### src/rtl/i2cRsPkg.sv
package i2cRsPkg;

  typedef enum logic [2:0] {
    RS_IDLE,
    RS_SCL_LOW,
    RS_SDA_REL,
    RS_SCL_REL,
    RS_BOTH_HIGH,
    RS_SDA_LOW
  } rsState_e;

  typedef struct packed {
    logic accept;
    logic cntLoad;
    logic drvScl;
    logic drvSda;
    logic dropHold;
    logic finish;
    logic collide;
    logic busy;
  } rsStrobe_t;

endpackage

### src/rtl/i2cRsCtrl.sv
module i2cRsCtrl
  import i2cRsPkg::*;
(
  input  logic      clk,
  input  logic      rstN,
  input  logic      reqWrite,
  input  logic      otherBusy,
  input  logic      sdaS,
  input  logic      sclS,
  input  logic      cntZero,
  output rsStrobe_t st
);

  rsState_e state, stateNext;

  always_ff @(posedge clk) begin
    if (!rstN) state <= RS_IDLE;
    else       state <= stateNext;
  end

  always_comb begin
    stateNext = state;
    st        = '0;
    st.busy   = (state != RS_IDLE);
    unique case (state)
      RS_IDLE: begin
        if (reqWrite && !otherBusy) begin
          st.accept = 1'b1;
          stateNext = RS_SCL_LOW;
        end
      end
      RS_SCL_LOW: begin
        st.drvScl = 1'b1;
        if (!sclS) begin
          st.cntLoad  = 1'b1;
          st.dropHold = 1'b1;
          stateNext   = RS_SDA_REL;
        end
      end
      RS_SDA_REL: begin
        st.drvScl = 1'b1;
        if (cntZero && sdaS) stateNext = RS_SCL_REL;
      end
      RS_SCL_REL: begin
        if (sclS) begin
          if (!sdaS) begin
            st.collide = 1'b1;
            stateNext  = RS_IDLE;
          end else begin
            st.cntLoad = 1'b1;
            stateNext  = RS_BOTH_HIGH;
          end
        end
      end
      RS_BOTH_HIGH: begin
        if (!sclS) begin
          st.collide = 1'b1;
          stateNext  = RS_IDLE;
        end else if (cntZero) begin
          st.cntLoad = 1'b1;
          stateNext  = RS_SDA_LOW;
        end
      end
      RS_SDA_LOW: begin
        st.drvSda = 1'b1;
        if (cntZero) begin
          st.finish = 1'b1;
          stateNext = RS_IDLE;
        end
      end
      default: stateNext = RS_IDLE;
    endcase
  end

  AST_ACCEPT_ONLY_IDLE: assert property (@(posedge clk) disable iff (!rstN)
    $rose(st.busy) |-> $past(reqWrite && !otherBusy));

  AST_SCL_RELEASE_NEEDS_SDA: assert property (@(posedge clk) disable iff (!rstN)
    $fell(st.drvScl) |-> $past(sdaS) && $past(cntZero));

endmodule

### src/rtl/i2cRsDatapath.sv
module i2cRsDatapath
  import i2cRsPkg::*;
#(
  parameter int CNT_W       = 7,
  parameter int DATA_W      = 8,
  parameter int SYNC_STAGES = 2
) (
  input  logic              clk,
  input  logic              rstN,
  input  rsStrobe_t         st,
  input  logic              bufWrite,
  input  logic [DATA_W-1:0] bufWData,
  input  logic [CNT_W-1:0]  reloadVal,
  input  logic              sdaIn,
  input  logic              sclIn,
  output logic              sdaS,
  output logic              sclS,
  output logic              cntZero,
  output logic              sdaDriveLow,
  output logic              sclDriveLow,
  output logic              reqBit,
  output logic              startSeen,
  output logic              doneFlag,
  output logic              collFlag,
  output logic              wrColl,
  output logic [DATA_W-1:0] bufData
);

  localparam logic [CNT_W-1:0] CNT_ONE = CNT_W'(1);

  logic [SYNC_STAGES-1:0] sdaChain, sclChain;
  logic [CNT_W-1:0]       cnt;
  logic                   sdaPrev;
  logic                   holdSda;

  // two-or-more flop line synchronizers, reset to the idle-high bus level
  always_ff @(posedge clk) begin
    if (!rstN) begin
      sdaChain <= '1;
      sclChain <= '1;
      sdaPrev  <= 1'b1;
    end else begin
      sdaChain <= {sdaChain[SYNC_STAGES-2:0], sdaIn};
      sclChain <= {sclChain[SYNC_STAGES-2:0], sclIn};
      sdaPrev  <= sdaS;
    end
  end
  assign sdaS = sdaChain[SYNC_STAGES-1];
  assign sclS = sclChain[SYNC_STAGES-1];

  // period counter
  always_ff @(posedge clk) begin
    if (!rstN)             cnt <= '0;
    else if (st.cntLoad)   cnt <= reloadVal;
    else if (cnt != '0)    cnt <= cnt - CNT_ONE;
  end
  assign cntZero = (cnt == '0);

  // SDA kept low after completion until the next sequence releases it
  always_ff @(posedge clk) begin
    if (!rstN)                          holdSda <= 1'b0;
    else if (st.finish)                 holdSda <= 1'b1;
    else if (st.dropHold || st.collide) holdSda <= 1'b0;
  end

  assign sclDriveLow = st.drvScl;
  assign sdaDriveLow = st.drvSda | holdSda;

  // request bit and status flags
  always_ff @(posedge clk) begin
    if (!rstN) begin
      reqBit    <= 1'b0;
      startSeen <= 1'b0;
      doneFlag  <= 1'b0;
      collFlag  <= 1'b0;
      wrColl    <= 1'b0;
    end else begin
      if (st.accept) begin
        reqBit    <= 1'b1;
        startSeen <= 1'b0;
        doneFlag  <= 1'b0;
        collFlag  <= 1'b0;
        wrColl    <= 1'b0;
      end
      if (st.finish || st.collide) reqBit   <= 1'b0;
      if (st.finish)               doneFlag <= 1'b1;
      if (st.collide)              collFlag <= 1'b1;
      if (sdaPrev && !sdaS && sclS) startSeen <= 1'b1;
      if (bufWrite && st.busy)     wrColl   <= 1'b1;
    end
  end

  // transmit byte register, locked while a sequence runs
  always_ff @(posedge clk) begin
    if (!rstN)                     bufData <= '0;
    else if (bufWrite && !st.busy) bufData <= bufWData;
  end

  AST_DONE_HOLDS_SDA: assert property (@(posedge clk) disable iff (!rstN)
    $rose(doneFlag) |-> sdaDriveLow && !reqBit && !collFlag);

  AST_COLL_RELEASES: assert property (@(posedge clk) disable iff (!rstN)
    $rose(collFlag) |-> !sdaDriveLow && !sclDriveLow && !doneFlag && !reqBit);

  AST_BUF_LOCKED: assert property (@(posedge clk) disable iff (!rstN)
    (st.busy && bufWrite) |=> $stable(bufData) && wrColl);

  AST_LOAD_AFTER_SCL_LOW: assert property (@(posedge clk) disable iff (!rstN)
    (st.cntLoad && st.drvScl) |-> !sclS && $past(sclDriveLow));

endmodule

### src/rtl/i2cRestartGen.sv
module i2cRestartGen
  import i2cRsPkg::*;
#(
  parameter int CNT_W       = 7,
  parameter int DATA_W      = 8,
  parameter int SYNC_STAGES = 2
) (
  input  logic              clk,
  input  logic              rstN,
  input  logic              reqWrite,
  input  logic              otherBusy,
  input  logic              bufWrite,
  input  logic [DATA_W-1:0] bufWData,
  input  logic [CNT_W-1:0]  reloadVal,
  input  logic              sdaIn,
  input  logic              sclIn,
  output logic              sdaDriveLow,
  output logic              sclDriveLow,
  output logic              reqBit,
  output logic              startSeen,
  output logic              doneFlag,
  output logic              collFlag,
  output logic              wrColl,
  output logic [DATA_W-1:0] bufData
);

  rsStrobe_t st;
  logic      sdaS, sclS, cntZero;

  i2cRsCtrl u_ctrl (
    .clk       (clk),
    .rstN      (rstN),
    .reqWrite  (reqWrite),
    .otherBusy (otherBusy),
    .sdaS      (sdaS),
    .sclS      (sclS),
    .cntZero   (cntZero),
    .st        (st)
  );

  i2cRsDatapath #(
    .CNT_W       (CNT_W),
    .DATA_W      (DATA_W),
    .SYNC_STAGES (SYNC_STAGES)
  ) u_dp (
    .clk         (clk),
    .rstN        (rstN),
    .st          (st),
    .bufWrite    (bufWrite),
    .bufWData    (bufWData),
    .reloadVal   (reloadVal),
    .sdaIn       (sdaIn),
    .sclIn       (sclIn),
    .sdaS        (sdaS),
    .sclS        (sclS),
    .cntZero     (cntZero),
    .sdaDriveLow (sdaDriveLow),
    .sclDriveLow (sclDriveLow),
    .reqBit      (reqBit),
    .startSeen   (startSeen),
    .doneFlag    (doneFlag),
    .collFlag    (collFlag),
    .wrColl      (wrColl),
    .bufData     (bufData)
  );

endmodule

### config.mk
export PLATFORM = sky130hd
export DESIGN_NAME = i2cRestartGen
export DESIGN_NICKNAME = d
export VERILOG_FILES = /design/src/rtl/i2cRsPkg.sv /design/src/rtl/i2cRsCtrl.sv /design/src/rtl/i2cRsDatapath.sv /design/src/rtl/i2cRestartGen.sv
export SDC_FILE = /design/constraint.sdc
export NUM_CORES = 1
export LEC_CHECK = 0
export BUFFER_PORTS_ARGS = -buffer_cell sky130_fd_sc_hd__buf_2
export CORE_UTILIZATION = 44
export CTS_CLUSTER_DIAMETER = 150
export DETAILED_ROUTE_END_ITERATION = 10
export PLACE_DENSITY = 0.69
export SLEW_MARGIN = 20
export SYNTH_ARGS = -nofsm -noshare
export SYNTH_HDL_FRONTEND = slang
export SYNTH_SLANG_ARGS = --single-unit
export TNS_END_PERCENT = 20
### constraint.sdc
create_clock -name clk -period 2.07 [get_ports clk]
set_input_delay 0.1035 -clock clk [delete_from_list [all_inputs] [get_ports clk]]
set_output_delay 0.1035 -clock clk [all_outputs]
set_load 0.03 [all_outputs]
# Word level (Yosys, flattened, before mapping)
# Index checks and enable logic that the tools add are counted.
op_classes:
  multipliers: 0
  n_div: 0
  order_cmp: 0
  addsub: 1
  n_reduce_logical: 24
  bitwise: 2
  n_shift: 0
  mux: 33
  n_eq_ne: 11
op_table:
  columns: ["operator", "count"]
  rows:
  - ["$mux 3", 8]
  - ["$mux 1", 20]
  - ["$pmux 3 s6", 1]
  - ["$mux 7", 2]
  - ["$reduce_bool 2->1", 6]
  - ["$ne 2x1->1 const B", 4]
  - ["$logic_not 7->1", 1]
  - ["$reduce_bool 7->1", 1]
  - ["$sub 7x1->7 const B", 1]
  - ["$eq 3x2->1 const B", 2]
  - ["$eq 3x3->1 const B", 2]
  - ["$logic_and 1x1->1", 6]
  - ["$reduce_and 6->1", 1]
  - ["$reduce_or 2->1", 2]
  - ["$eq 3x1->1 const B", 1]
  - ["$logic_not 1->1", 3]
  - ["$logic_not 3->1", 1]
  - ["$ne 3x3->1 const B", 1]
  - ["$pmux 1 s3", 1]
  - ["$reduce_bool 3->1", 1]
  - ["$logic_or 1x1->1", 2]
  - ["$ne 2x2->1 const B", 1]
  - ["$pmux 1 s2", 1]
  - ["$not 1->1", 1]
  - ["$or 1x1->1", 1]
word_totals:
  latchBits: 0
  romBits: 0
  ramBits: 0
  register_bits: 29
  mem_count: 0

# Logic depth before layout (Yosys ltp)
logic_depth:
  depth_word: 6
  depth_mapped: 7
  mapped_depth_nobuf: 7

# Modules after synthesis
# From an unflattened synthesis, not the netlist that was laid out.
hier_totals:
  cells_unflattened: 163
  hier_area_um2: 1452.6
modules_own_cells:
  columns: ["module", "area_each_um2", "instances", "cells_each", "seq_area_each_um2"]
  rows:
  - ["i2cRsDatapath", 1101.1, 1, 114, 520.5]
  - ["i2cRsCtrl", 351.6, 1, 49, 60.1]

# Least setup slack after synthesis
# Ideal clock, no wire load.
synth_path:
  kind: "register -> register"
  from: "register u_dp.cnt[0]"
  to: "register u_dp.cnt[1]"
  stages_incl_launch_ff: 8
  arrival_time_ps: 1407
  path_slack_ps: 597
  n_path_buf: 0
  setup_time_ps: 66
  t_required_ps: 2004
  cell_sequence: "dfxtp_1 > inv_1 > ha_1 > and2b_1 > nand3_2 > o21ai_4 > a211o_1 > a21boi_2"
synth_via:
  elab_chain_cells: 5
  elab_cells_between_ends: 9
synth_rtl:
  columns: ["element", "line_no", "text"]
  rows:
  - ["start: declaration", "i2cRsDatapath.sv:32", "logic [CNT_W-1:0] cnt;"]
  - ["start signal: assignment", "i2cRsDatapath.sv:54", "else if (st.cntLoad) cnt <= reloadVal;"]
  - ["start signal: assignment", "i2cRsDatapath.sv:55", "else if (cnt != '0) cnt <= cnt - CNT_ONE;"]
  - ["branches (longest 5 deep; another with $sub 7x1->7)", null, null]
# Parallel ways; which one is timed is not known. The select of a mux whose other input is x is not followed.
# A chain may end at the register's enable or synchronous reset.

# Worst setup path in the final report
layout_path:
  from: "register u_dp.cnt[0]"
  to: "register u_dp.cnt[5]"
# Same word-level chain as after synthesis.

==> flow_metrics.env <==
export IMPL_final_net_count=227
export IMPL_drtIter0Drc=36
export IMPL_switchingPower_uw=868
export IMPL_power_total_uw=2130
export IMPL_p_int_uw=1270
export IMPL_synth_cell_area_mm2=0.00147
export IMPL_p_clk_share_pct=15.7
export IMPL_seq_power_share_pct=37.1
export IMPL_clk_latency_ns=0.31
export IMPL_relSlewSlack_pct=69.8
export IMPL_antenna_found_initial=0
export IMPL_syn2layout_area_growth_pct=17.4
export IMPL_synthArstFlopShare_pct=0
export IMPL_via_per_inst=5.00
export IMPL_grt_max_degree=31
export IMPL_ios=37
export IMPL_first_pass_iters=4
export IMPL_cts_buffers=5
export IMPL_io_buffers=36
export IMPL_crit_path_max_fanout=8
export IMPL_post_route_min_period_ns=1.69
export IMPL_rsz0062_at_grt="no"
export IMPL_p_comb_share_pct=47.1
export IMPL_avgSynthCellArea_um2=8.85
export IMPL_cts_resized=0
export IMPL_peakVddDrop_mv=0.645
export IMPL_root_buffer="clkbuf_4"
export IMPL_yosysUniqueCellTypes=45
export IMPL_cts_sinks=29
export IMPL_use_met2_pct=30.0
export IMPL_cts_max_level=2
export IMPL_final_layout_size_suffix_gt1_share_pct=27.6
export IMPL_drv_cap=0
export IMPL_final_util_pct=55.6
export IMPL_setup_viol=0
export IMPL_power_density_mw_per_mm2=1240
export IMPL_whs_ns=0.0232
export IMPL_critPathKind="flop to flop"
export IMPL_finalCritPeriodShare_pct=81.7
export IMPL_syn_nets=190
export IMPL_cts_tree="built"
export IMPL_hold_path_class="primary input to flop"
export IMPL_yosys_most_used_dff="dfxtp_1"
export IMPL_path_clk_slew_ns=0.09
export IMPL_detail_route_antenna_nets=0
export IMPL_outcome="complete, no violations"
export IMPL_die_x_um=59.8
export IMPL_r2r_slack_ns=0.38
export IMPL_cp_required_ns=2.28
export IMPL_syn_inst=166
export IMPL_grt_pass1_vias=1090
export IMPL_via_count=1236
export IMPL_synth_edf_count=0
export IMPL_drc=0
export IMPL_arrival_ns=1.90
export IMPL_grt_pass1_wl_um=4490
export IMPL_finalHoldViolCount=0
export IMPL_ys_ff_latch=29
export IMPL_n_antenna_cell=0
export IMPL_use_met1_pct=18.6
export IMPL_place_congestion=0.803
export IMPL_fmax_mhz=591
export IMPL_ys_seq_area_share_pct=39.5
export IMPL_drv_slew=0
export IMPL_die_area_mm2=0.00357
export IMPL_die_y_um=59.8
export IMPL_tns_ns=0
export IMPL_cp_start_kind="flop"
export IMPL_sw_frac_of_total_pct=40.7
export IMPL_grt_use_met3_pct=5.84
export IMPL_grt_use_total_pct=17.1
export IMPL_busiest_layer="met2"
export IMPL_cts_max_path_buffers=2
export IMPL_fin_skew_ns=0.00672
export IMPL_tightestPinTransition_ns=0.453
export IMPL_initial_core_util_pct=47.3
export IMPL_ys_warn_count=0
export IMPL_fp_row_count=20
export IMPL_core_area_mm2=0.00310
export IMPL_wl_per_cell_um=11.4
export IMPL_grt_overflow=0
export IMPL_endpoint_kind="flop"
export IMPL_wirelength_um=2820
export IMPL_power_leakage_uw=0.000787
export IMPL_detailed_place_hpwl_um=2110
==> sequential cells by signal (all words and copies together) (netlist names), 2 cells and up <==
| signal | flops |
|---|---|
| u_dp.bufData | 8 |
| u_dp.cnt | 7 |
| u_ctrl.state | 3 |
| u_dp.sclChain | 2 |
| u_dp.sdaChain | 2 |
==> worst max-delay path, stage by stage, from the launching register on <==
cell	delay, ns
dfxtp_1	0.34
inv_1	0.08
ha_1	0.16
and2b_1	0.20
nand3_2	0.18
o21ai_4	0.34
mux2i_1	0.24
nor2b_1	0.06
==> synthesized netlist by cell type (all sizes together), types with 4 or more instances <==
library cell  instances  share of area [%]
nor2b                 8                3.4
inv                   6                1.5
o21ai                 7                3.9
nand3                 5                2.0
mux2i                 4                2.7
buf                   5                3.0
a21oi                 6                2.3
nand2b                5                2.1
nor2                 11                3.5
dfxtp                29                 40
and3                  5                2.5
a21boi               14                7.4
nand2                28                7.2
==> timing repair <==
item	in CTS	in global routing
setup buffers	0	0
hold buffers	2	0
setup endpoints to repair	0	0
endpoints found under the hold margin	2	0
==> per-layer routing <==
layer  wire length (um)  vias to the layer above
met2               1380                       19
met4                 27                        0
met3                109                        4
met5                  0                        -
li1                   -                      636
met1               1300                      577
==> cell type report <==
| class | count | area [um2] |
|---|---|---|
| clock buffer | 7 | 55.1 |
| fill | 329 | 1380 |
| inverter | 6 | 22.5 |
| multi-input combinational | 123 | 811 |
| sequential | 29 | 581 |
| tap | 44 | 55.1 |
| timing repair buffer | 38 | 200 |
==> layout by cell type (no fill, tap or decap), drive strengths merged, types with 3 or more instances in the layout <==
master / synthesis / final
a21boi: 14 / 14
a21oi: 6 / 6
and3: 5 / 5
buf: 5 / 36
clkbuf: 3 / 7
dfxtp: 29 / 29
inv: 6 / 6
mux2i: 4 / 4
nand2: 28 / 28
nand2b: 5 / 5
nand3: 5 / 5
nor2: 11 / 11
nor2b: 8 / 8
o21ai: 7 / 7
xnor2: 3 / 3
xor2: 3 / 3
==> per-stage QoR <==
step	setup WS, ns	instances	instance area (um2)
2_1_floorplan	0.597	166	1470
3_3_place_gp	0.437	238	1650
3_5_place_dp	0.380	238	1650
4_1_cts	0.358	247	1720
5_1_grt	0.234	247	1720
6_report	0.379	247	1720
==> cells by family after synthesis <==
kind of cell	share of synthesized area, %
adder cells (fa/ha/maj)	1.70
buffers and inverters	5.28
multiplexers	4.26
AO/OA/AOI/OAI	17.6
AND/OR/NAND/NOR	28.0
XOR/XNOR	3.58
flip-flops	39.5
==> path summary, 6_finish.rpt <==
| check | start | endpoint | cells past startpoint |
|---|---|---|---|
| max | u_dp.cnt[0] | u_dp.cnt[5] | 7 |
| min | bufWData[5] | u_dp.bufData[5] | 3 |
| min reg2reg | u_dp.sclChain[0] | u_dp.sclChain[1] | 1 |
| max reg2reg | u_dp.cnt[0] | u_dp.cnt[5] | 7 |
==> power groups by stage <==
stage / clock [uW] / sequential [uW] / combinational (uW)
after floorplan: 0 / 838 / 797
after global placement: 0 / 800 / 982
after detailed placement: 0 / 804 / 1010
after CTS: 351 / 792 / 1020
after global routing: 374 / 812 / 1120
final: 336 / 793 / 1010
No activity file was read; power rests on OpenSTA's default activity.
